--- config.mk ---
export PLATFORM = sky130hd
export DESIGN_NAME = lt_act_ctrl
export DESIGN_NICKNAME = d
export VERILOG_FILES = /design/src/rtl/lt_act_pkg.sv /design/src/rtl/lt_act_cmd_dec.sv /design/src/rtl/lt_act_timer.sv /design/src/rtl/lt_act_pulse_gen.sv /design/src/rtl/lt_act_ctrl.sv
export SDC_FILE = /design/constraint.sdc
export NUM_CORES = 1
export LEC_CHECK = 0
export BUFFER_PORTS_ARGS = -buffer_cell sky130_fd_sc_hd__buf_2
export CORE_UTILIZATION = 61
export CTS_CLUSTER_SIZE = 28
export DETAILED_ROUTE_END_ITERATION = 8
export PLACE_DENSITY = 0.84
export SLEW_MARGIN = 20
export SYNTH_ARGS = -nofsm -noshare
export SYNTH_HDL_FRONTEND = slang
export SYNTH_HIERARCHICAL = 1
export SYNTH_SLANG_ARGS = --single-unit
--- constraint.sdc ---
create_clock -name clk -period 6.4 [get_ports clk]
set_input_delay 0.32 -clock clk [delete_from_list [all_inputs] [get_ports clk]]
set_output_delay 0.32 -clock clk [all_outputs]
set_load 0.02 [all_outputs]
--- src/rtl/lt_act_pkg.sv ---
package lt_act_pkg;

    typedef enum logic [3:0] {
        K_NONE,
        K_ACTIVATE,
        K_ANA_LOOP,
        K_LOOP_NT,
        K_LOOP_RPT,
        K_TX_OFF,
        K_DEACTIVATE,
        K_RESET,
        K_PULSE_TEST
    } cmd_kind_e;

    typedef enum logic [2:0] {
        ST_OFF,
        ST_AWAKE,
        ST_SYNC,
        ST_LOCKED,
        ST_THROUGH,
        ST_RESYNC,
        ST_LINE_DOWN,
        ST_PULSE
    } act_state_e;

    typedef enum logic [1:0] {
        TX_IDLE  = 2'd0,
        TX_WAKE  = 2'd1,
        TX_DATA  = 2'd2,
        TX_PULSE = 2'd3
    } tx_sel_e;

    typedef enum logic [1:0] {
        RL_NONE = 2'b00,
        RL_NT   = 2'b01,
        RL_RPT  = 2'b10
    } rmt_loop_e;

    localparam logic [3:0] IND_ACT_RUN    = 4'b1000;
    localparam logic [3:0] IND_RX_SYNC    = 4'b0111;
    localparam logic [3:0] IND_THROUGH    = 4'b1100;
    localparam logic [3:0] IND_DEACT_RUN  = 4'b0001;
    localparam logic [3:0] IND_DEACT_DONE = 4'b1111;
    localparam logic [3:0] IND_RESYNC     = 4'b0100;
    localparam logic [3:0] IND_HIGH_Z     = 4'b0011;

    typedef struct packed {
        act_state_e state;
        logic       warm;
        logic       hi;
        logic       aloop;
        rmt_loop_e  rloop;
    } ctrl_t;

endpackage

--- src/rtl/lt_act_cmd_dec.sv ---
module lt_act_cmd_dec
    import lt_act_pkg::*;
(
    input  logic [3:0] cmd_i,
    input  logic       stb_i,
    output cmd_kind_e  kind_o
);
    cmd_kind_e kind;

    always_comb begin
        case (cmd_i)
            4'b1000: kind = K_ACTIVATE;
            4'b1001: kind = K_ANA_LOOP;
            4'b1010: kind = K_LOOP_NT;
            4'b1011: kind = K_LOOP_RPT;
            4'b0011: kind = K_TX_OFF;
            4'b0000: kind = K_DEACTIVATE;
            4'b1101: kind = K_RESET;
            4'b0101: kind = K_PULSE_TEST;
            default: kind = K_NONE;
        endcase
        kind_o = stb_i ? kind : K_NONE;
    end
endmodule

--- src/rtl/lt_act_timer.sv ---
module lt_act_timer #(
    parameter int CNT_W = 10
) (
    input  logic             clk,
    input  logic             rst_n,
    input  logic             clr_i,
    input  logic             tick_i,
    output logic [CNT_W-1:0] cnt_o
);
    logic [CNT_W-1:0] cnt_d, cnt_q;

    always_comb begin
        cnt_d = cnt_q;
        if (clr_i) begin
            cnt_d = '0;
        end else if (tick_i && (cnt_q != {CNT_W{1'b1}})) begin
            cnt_d = cnt_q + 1'b1;
        end
    end

    always_ff @(posedge clk or negedge rst_n) begin
        if (!rst_n) cnt_q <= '0;
        else        cnt_q <= cnt_d;
    end

    assign cnt_o = cnt_q;
endmodule

--- src/rtl/lt_act_pulse_gen.sv ---
module lt_act_pulse_gen #(
    parameter int DIV = 1
) (
    input  logic clk,
    input  logic rst_n,
    input  logic start_i,
    input  logic arm_i,
    input  logic tick_i,
    output logic pulse_o,
    output logic neg_o
);
    localparam int DW = (DIV > 1) ? $clog2(DIV) : 1;
    localparam logic [DW-1:0] DIV_LAST = DW'(DIV - 1);

    typedef struct packed {
        logic          pulse;
        logic          neg;
        logic          pol;
        logic [DW-1:0] div;
    } pg_t;

    pg_t pg_d, pg_q;

    always_comb begin
        pg_d       = pg_q;
        pg_d.pulse = 1'b0;
        if (start_i) begin
            pg_d.pol = 1'b0;
            pg_d.div = '0;
        end else if (arm_i && tick_i) begin
            if (pg_q.div == DIV_LAST) begin
                pg_d.div   = '0;
                pg_d.pulse = 1'b1;
                pg_d.neg   = pg_q.pol;
                pg_d.pol   = ~pg_q.pol;
            end else begin
                pg_d.div = pg_q.div + 1'b1;
            end
        end
    end

    always_ff @(posedge clk or negedge rst_n) begin
        if (!rst_n) pg_q <= '0;
        else        pg_q <= pg_d;
    end

    assign pulse_o = pg_q.pulse;
    assign neg_o   = pg_q.neg;
endmodule

--- src/rtl/lt_act_ctrl.sv ---
module lt_act_ctrl
    import lt_act_pkg::*;
#(
    parameter int COLD_TICKS  = 1000,
    parameter int WARM_TICKS  = 170,
    parameter int DOWN_TICKS  = 4,
    parameter int PULSE_TICKS = 1
) (
    input  logic       clk,
    input  logic       rst_n,
    input  logic       tick_i,
    input  logic [3:0] cmd_i,
    input  logic       cmd_stb_i,
    input  logic       pfoff_i,
    input  logic       rx_signal_i,
    input  logic       rx_sync_i,
    input  logic       rx_frame_lost_i,
    output logic [3:0] ind_o,
    output logic       pwr_up_o,
    output logic [1:0] tx_sel_o,
    output logic       ana_loop_o,
    output logic [1:0] rmt_loop_o,
    output logic       pulse_o,
    output logic       pulse_neg_o
);
    localparam int MAX_A = (COLD_TICKS > WARM_TICKS) ? COLD_TICKS : WARM_TICKS;
    localparam int MAX_T = (MAX_A > DOWN_TICKS) ? MAX_A : DOWN_TICKS;
    localparam int CNT_W = $clog2(MAX_T + 1);
    localparam logic [CNT_W-1:0] COLD_LAST = CNT_W'(COLD_TICKS - 1);
    localparam logic [CNT_W-1:0] WARM_LAST = CNT_W'(WARM_TICKS - 1);
    localparam logic [CNT_W-1:0] DOWN_LAST = CNT_W'(DOWN_TICKS - 1);

    ctrl_t            c_d, c_q;
    cmd_kind_e        kind;
    logic [CNT_W-1:0] cnt;
    logic             expire;
    logic             moved;
    logic             tmr_clr;
    logic             pg_start, pg_arm;
    tx_sel_e          tx_sel;

    lt_act_cmd_dec u_dec (
        .cmd_i  (cmd_i),
        .stb_i  (cmd_stb_i),
        .kind_o (kind)
    );

    lt_act_timer #(.CNT_W(CNT_W)) u_tmr (
        .clk    (clk),
        .rst_n  (rst_n),
        .clr_i  (tmr_clr),
        .tick_i (tick_i),
        .cnt_o  (cnt)
    );

    lt_act_pulse_gen #(.DIV(PULSE_TICKS)) u_pg (
        .clk     (clk),
        .rst_n   (rst_n),
        .start_i (pg_start),
        .arm_i   (pg_arm),
        .tick_i  (tick_i),
        .pulse_o (pulse_o),
        .neg_o   (pulse_neg_o)
    );

    // next-state logic: override, then commands, then receiver and timer events
    always_comb begin
        c_d    = c_q;
        moved  = 1'b0;
        expire = tick_i && (cnt == (c_q.warm ? WARM_LAST : COLD_LAST));
        if (pfoff_i) begin
            c_d.state = ST_OFF;
            c_d.hi    = 1'b1;
        end else begin
            c_d.hi = 1'b0;
            case (kind)
                K_RESET: begin
                    c_d.warm = 1'b0;
                    if (c_q.state != ST_OFF) begin
                        c_d.state = ST_LINE_DOWN;
                        moved     = 1'b1;
                    end
                end
                K_DEACTIVATE, K_TX_OFF: begin
                    if (c_q.state != ST_OFF && c_q.state != ST_LINE_DOWN) begin
                        c_d.state = ST_LINE_DOWN;
                        moved     = 1'b1;
                    end
                end
                K_ACTIVATE, K_ANA_LOOP: begin
                    if (c_q.state == ST_OFF) begin
                        c_d.state = ST_AWAKE;
                        c_d.aloop = (kind == K_ANA_LOOP);
                        moved     = 1'b1;
                    end
                end
                K_PULSE_TEST: begin
                    if (c_q.state == ST_OFF) begin
                        c_d.state = ST_PULSE;
                        moved     = 1'b1;
                    end
                end
                K_LOOP_NT: begin
                    if (c_q.state == ST_THROUGH) c_d.rloop = RL_NT;
                end
                K_LOOP_RPT: begin
                    if (c_q.state == ST_THROUGH) c_d.rloop = RL_RPT;
                end
                default: ;
            endcase
            if (!moved) begin
                case (c_q.state)
                    ST_AWAKE: begin
                        if (expire)           c_d.state = ST_OFF;
                        else if (rx_signal_i) c_d.state = ST_SYNC;
                    end
                    ST_SYNC: begin
                        if (expire) begin
                            c_d.state = ST_OFF;
                        end else if (rx_sync_i) begin
                            c_d.state = ST_LOCKED;
                            c_d.warm  = 1'b1;
                        end
                    end
                    ST_LOCKED: begin
                        if (tick_i) c_d.state = ST_THROUGH;
                    end
                    ST_THROUGH: begin
                        if (rx_frame_lost_i) c_d.state = ST_RESYNC;
                    end
                    ST_RESYNC: begin
                        if (rx_sync_i && !rx_frame_lost_i) c_d.state = ST_THROUGH;
                    end
                    ST_LINE_DOWN: begin
                        if (tick_i && cnt == DOWN_LAST) c_d.state = ST_OFF;
                    end
                    default: ;
                endcase
            end
        end
        if (c_d.state == ST_OFF || c_d.state == ST_LINE_DOWN) begin
            c_d.aloop = 1'b0;
            c_d.rloop = RL_NONE;
        end
    end

    // the activation window spans awake and synchronize, so that step keeps counting
    assign tmr_clr  = (c_d.state != c_q.state) &&
                      !(c_q.state == ST_AWAKE && c_d.state == ST_SYNC);
    assign pg_start = (c_d.state == ST_PULSE) && (c_q.state != ST_PULSE);
    assign pg_arm   = (c_d.state == ST_PULSE) && (c_q.state == ST_PULSE);

    always_ff @(posedge clk or negedge rst_n) begin
        if (!rst_n) begin
            c_q <= '{state: ST_OFF, warm: 1'b0, hi: 1'b0, aloop: 1'b0, rloop: RL_NONE};
        end else begin
            c_q <= c_d;
        end
    end

    always_comb begin
        case (c_q.state)
            ST_OFF:       ind_o = c_q.hi ? IND_HIGH_Z : IND_DEACT_DONE;
            ST_AWAKE,
            ST_SYNC,
            ST_PULSE:     ind_o = IND_ACT_RUN;
            ST_LOCKED:    ind_o = IND_RX_SYNC;
            ST_THROUGH:   ind_o = IND_THROUGH;
            ST_RESYNC:    ind_o = IND_RESYNC;
            ST_LINE_DOWN: ind_o = IND_DEACT_RUN;
            default:      ind_o = IND_DEACT_DONE;
        endcase
        case (c_q.state)
            ST_AWAKE, ST_SYNC:                 tx_sel = TX_WAKE;
            ST_LOCKED, ST_THROUGH, ST_RESYNC:  tx_sel = TX_DATA;
            ST_PULSE:                          tx_sel = TX_PULSE;
            default:                           tx_sel = TX_IDLE;
        endcase
    end

    assign pwr_up_o   = (c_q.state != ST_OFF);
    assign tx_sel_o   = tx_sel;
    assign ana_loop_o = c_q.aloop;
    assign rmt_loop_o = c_q.rloop;
endmodule

==> flow_summary_export.csv <==
group,metric,value,unit
sta,hold_violations,0,
yosys,async_flop_share,1.00,
floorplan,die_h,56.1,um
finish,drive_gt1_frac,0.197,
yosys,postSynthCellCount,214,
floorplan,ioPinCount,24,
sta,slew_headroom,0.442,
grt,grt_overflow,0,
sta,fmax,266,MHz
yosys,ys_top_cells_by_area,"dfrtp_1 29%, a21oi_1 4.2%, nand2_1 3.6%",
floorplan,core,2760,um2
drt,drtAntennaViolNets,0,
finish,final_common_cell,"buf_2",
critical_path,required,6560,ps
sta,min_period,3770,ps
clock_network,post_cts_buffers,0,
critical_path,r2r-end,"u_tmr/cnt_o[3]",
place,gp_congestion,1.01,
place,hpwl,3.07,mm
grt,first_global_vias,1573,
drt,drt_iter0_drc,73,
sta,worst_pin_slew,830,ps
clock_network,cts_buffer_depth,2,
pwr,peakVddDrop,179,uV
clock_network,cts_tree,"yes",
critical_path,worstSetupPathType,"in -> reg",
clock_network,htree_levels,1,
finish,stdcell_area,1900,um2
critical_path,arrival,3930,ps
sta,final.period_utilization,0.588,
drt,wire_per_inst,15.9,um
yosys,synth_edf_count,0,
pwr,power.total,0.000379,W
yosys,synthFlopType,"dfrtp_1",
grt,antenna_found_initial,0,
drt,dr_total_vias,1723,
drt,drcViolationCount,0,
place,place_area,1870,um2
critical_path,r2r_slack,3010,ps
grt,grtUsageTotal,0.279,
finish,fin_nets,245,
hold_path,min_from,"pfoff_i",
clock_network,clkSlewWorstSetupHoldPaths,110,ps
clock_network,cts_buffers,3,
finish,syn_to_final_growth,6.44,%
hold_path,hp-class,"in -> reg",
yosys,synth_nets,230,
floorplan,start_util,0.648,
grt,grt_pass1_wl,7.09,mm
hold_path,hold_path_depth,1,
floorplan,fp.dieArea,3150,um2
critical_path,path_max_fanout,12,
sta,clock_skew,6.53,ps
finish,final_cell_mix,"23 x buf_2, 21 x dfrtp_1, 17 x nand2_1",
critical_path,r2r_start,"c_q[6]",
floorplan,row_count,19,
critical_path,r2r.worst_path.cells,10,
floorplan,die_x,56.1,um
drt,vias_per_cell,6.65,
yosys,yosys_warnings,6,
finish,diodes,0,
critical_path,cp-start-kind,"primary input",
yosys,syn_avg_cell_area,8.35,um2
pwr,power_density,199,nW/um2
run,cap_violations,0,
sta,setup_violations,0,
sta,rsz0062_at_grt,"false",
yosys,synth_top_area_frac,0.294,
yosys,synth_seq_cells,21,
finish,fill_cells,237,
yosys,syn_area,1790,um2
hold_path,whs_endpoint,"c_q[3]",
drt,drt-total-wl,4.11,mm
clock_network,clk_latency,290,ps
clock_network,cts_resized,0,
drt,drtPass1Iterations,4,
yosys,yosysUniqueCellTypes,68,
clock_network,cts-hold-fix-buffers,1,
sta,tns,0,ps
status,status,"completed",
sta,slew_viol_final,0,
yosys,ys_seq_area_frac,0.294,
finish,final_util,0.690,
place,port_buffers,23,
clock_network,clkSinkCount,21,
yosys,yosysTopAreaCell,"dfrtp_1",
clock_network,clock-root-buffer,"clkbuf_4",
critical_path,endpoint_kind,"flop",
pwr,p_leak,0.814,nW
grt,grt_max_degree,22,
-- cells by family after synthesis --
group                    synth area share
multiplexers                       0.0308
flip-flops                          0.294
XOR/XNOR                           0.0147
AND/OR/NAND/NOR                     0.314
buffers and inverters              0.0693
AO/OA/AOI/OAI                       0.249
adder cells (fa/ha/maj)            0.0280
-- registers in the layout (all words and copies together) (netlist names) --
| signal | count |
|---|---|
| u_pg/pg_q | 1 |
| u_pg/neg_o | 1 |
| u_pg/pulse_o | 1 |
| u_tmr/cnt_o | 10 |
| c_q | 5 |
| ana_loop_o | 1 |
| rmt_loop_o | 2 |
-- routing by layer --
metal / vias up / GRT usage / routed length (um)
li1: 824 / - / -
met2: 65 / 0.459 / 1940
met4: 0 / 0.0592 / 27
met1: 830 / 0.391 / 1900
met3: 4 / 0.0442 / 232
met5: - / 0 / 0
-- cells in the mapped netlist (all sizes together), types with 5 or more instances --
library cell and count:
nor2b 6, nor3 6, nand2b 5, a21oi 18, o21ai 7, nand2 17, inv 13, nor2 17
dfrtp 21, nand3 10, clkbuf 10
-- area by class of cell --
class / instances / area (um2) / area share
flip-flops and latches: 21 / 526 / 0.276
multi-input cells: 166 / 1140 / 0.598
clock buffers: 4 / 26.3 / 0.0138
inverters: 13 / 48.8 / 0.0257
repair buffers: 24 / 125 / 0.0658
well taps: 31 / 38.8 / 0.0204
-- power breakdown --
part,switching (W),internal [W],leakage [nW]
clock network,0.0000358,0.0000242,0.0150
registers,0.0000248,0.000145,0.287
logic,0.0000918,0.0000575,0.511
total,0.000152,0.000226,0.814
-- through the flow --
stage,hold WS [ps],instances,setup slack [ps]
2_1_floorplan,24.4,214,3060
3_3_place_gp,293,254,2620
3_5_place_dp,294,254,2390
4_1_cts,221,259,2700
5_1_grt,208,259,2330
6_report,227,259,2630
-- worst max path at each step --
stage	cells past startpoint	end	slack [ps]	startpoint
6_report	15	u_tmr/cnt_o[3]	2630	cmd_i[0]
2_1_floorplan	16	u_tmr/cnt_o[3]	3060	cmd_i[0]
5_1_grt	15	u_tmr/cnt_o[3]	2330	cmd_i[0]
3_3_place_gp	15	u_tmr/cnt_o[3]	2620	cmd_i[0]
3_5_place_dp	15	u_tmr/cnt_o[3]	2390	cmd_i[0]
4_1_cts	15	u_tmr/cnt_o[3]	2700	cmd_i[0]
-- worst max-delay path, cell delays in order --
cell and delay (ps):
buf_2 110, inv_1 50, ha_1 290, nor2b_1 140, o31ai_2 630, nand2b_1 120, o311ai_1 480, or3_1 220
nor4_1 70, o2bb2ai_1 480, mux2i_1 280, nor2_2 50, o221ai_2 410, o21bai_1 190, a31oi_1 70
No activity file was read; power rests on OpenSTA's default activity.
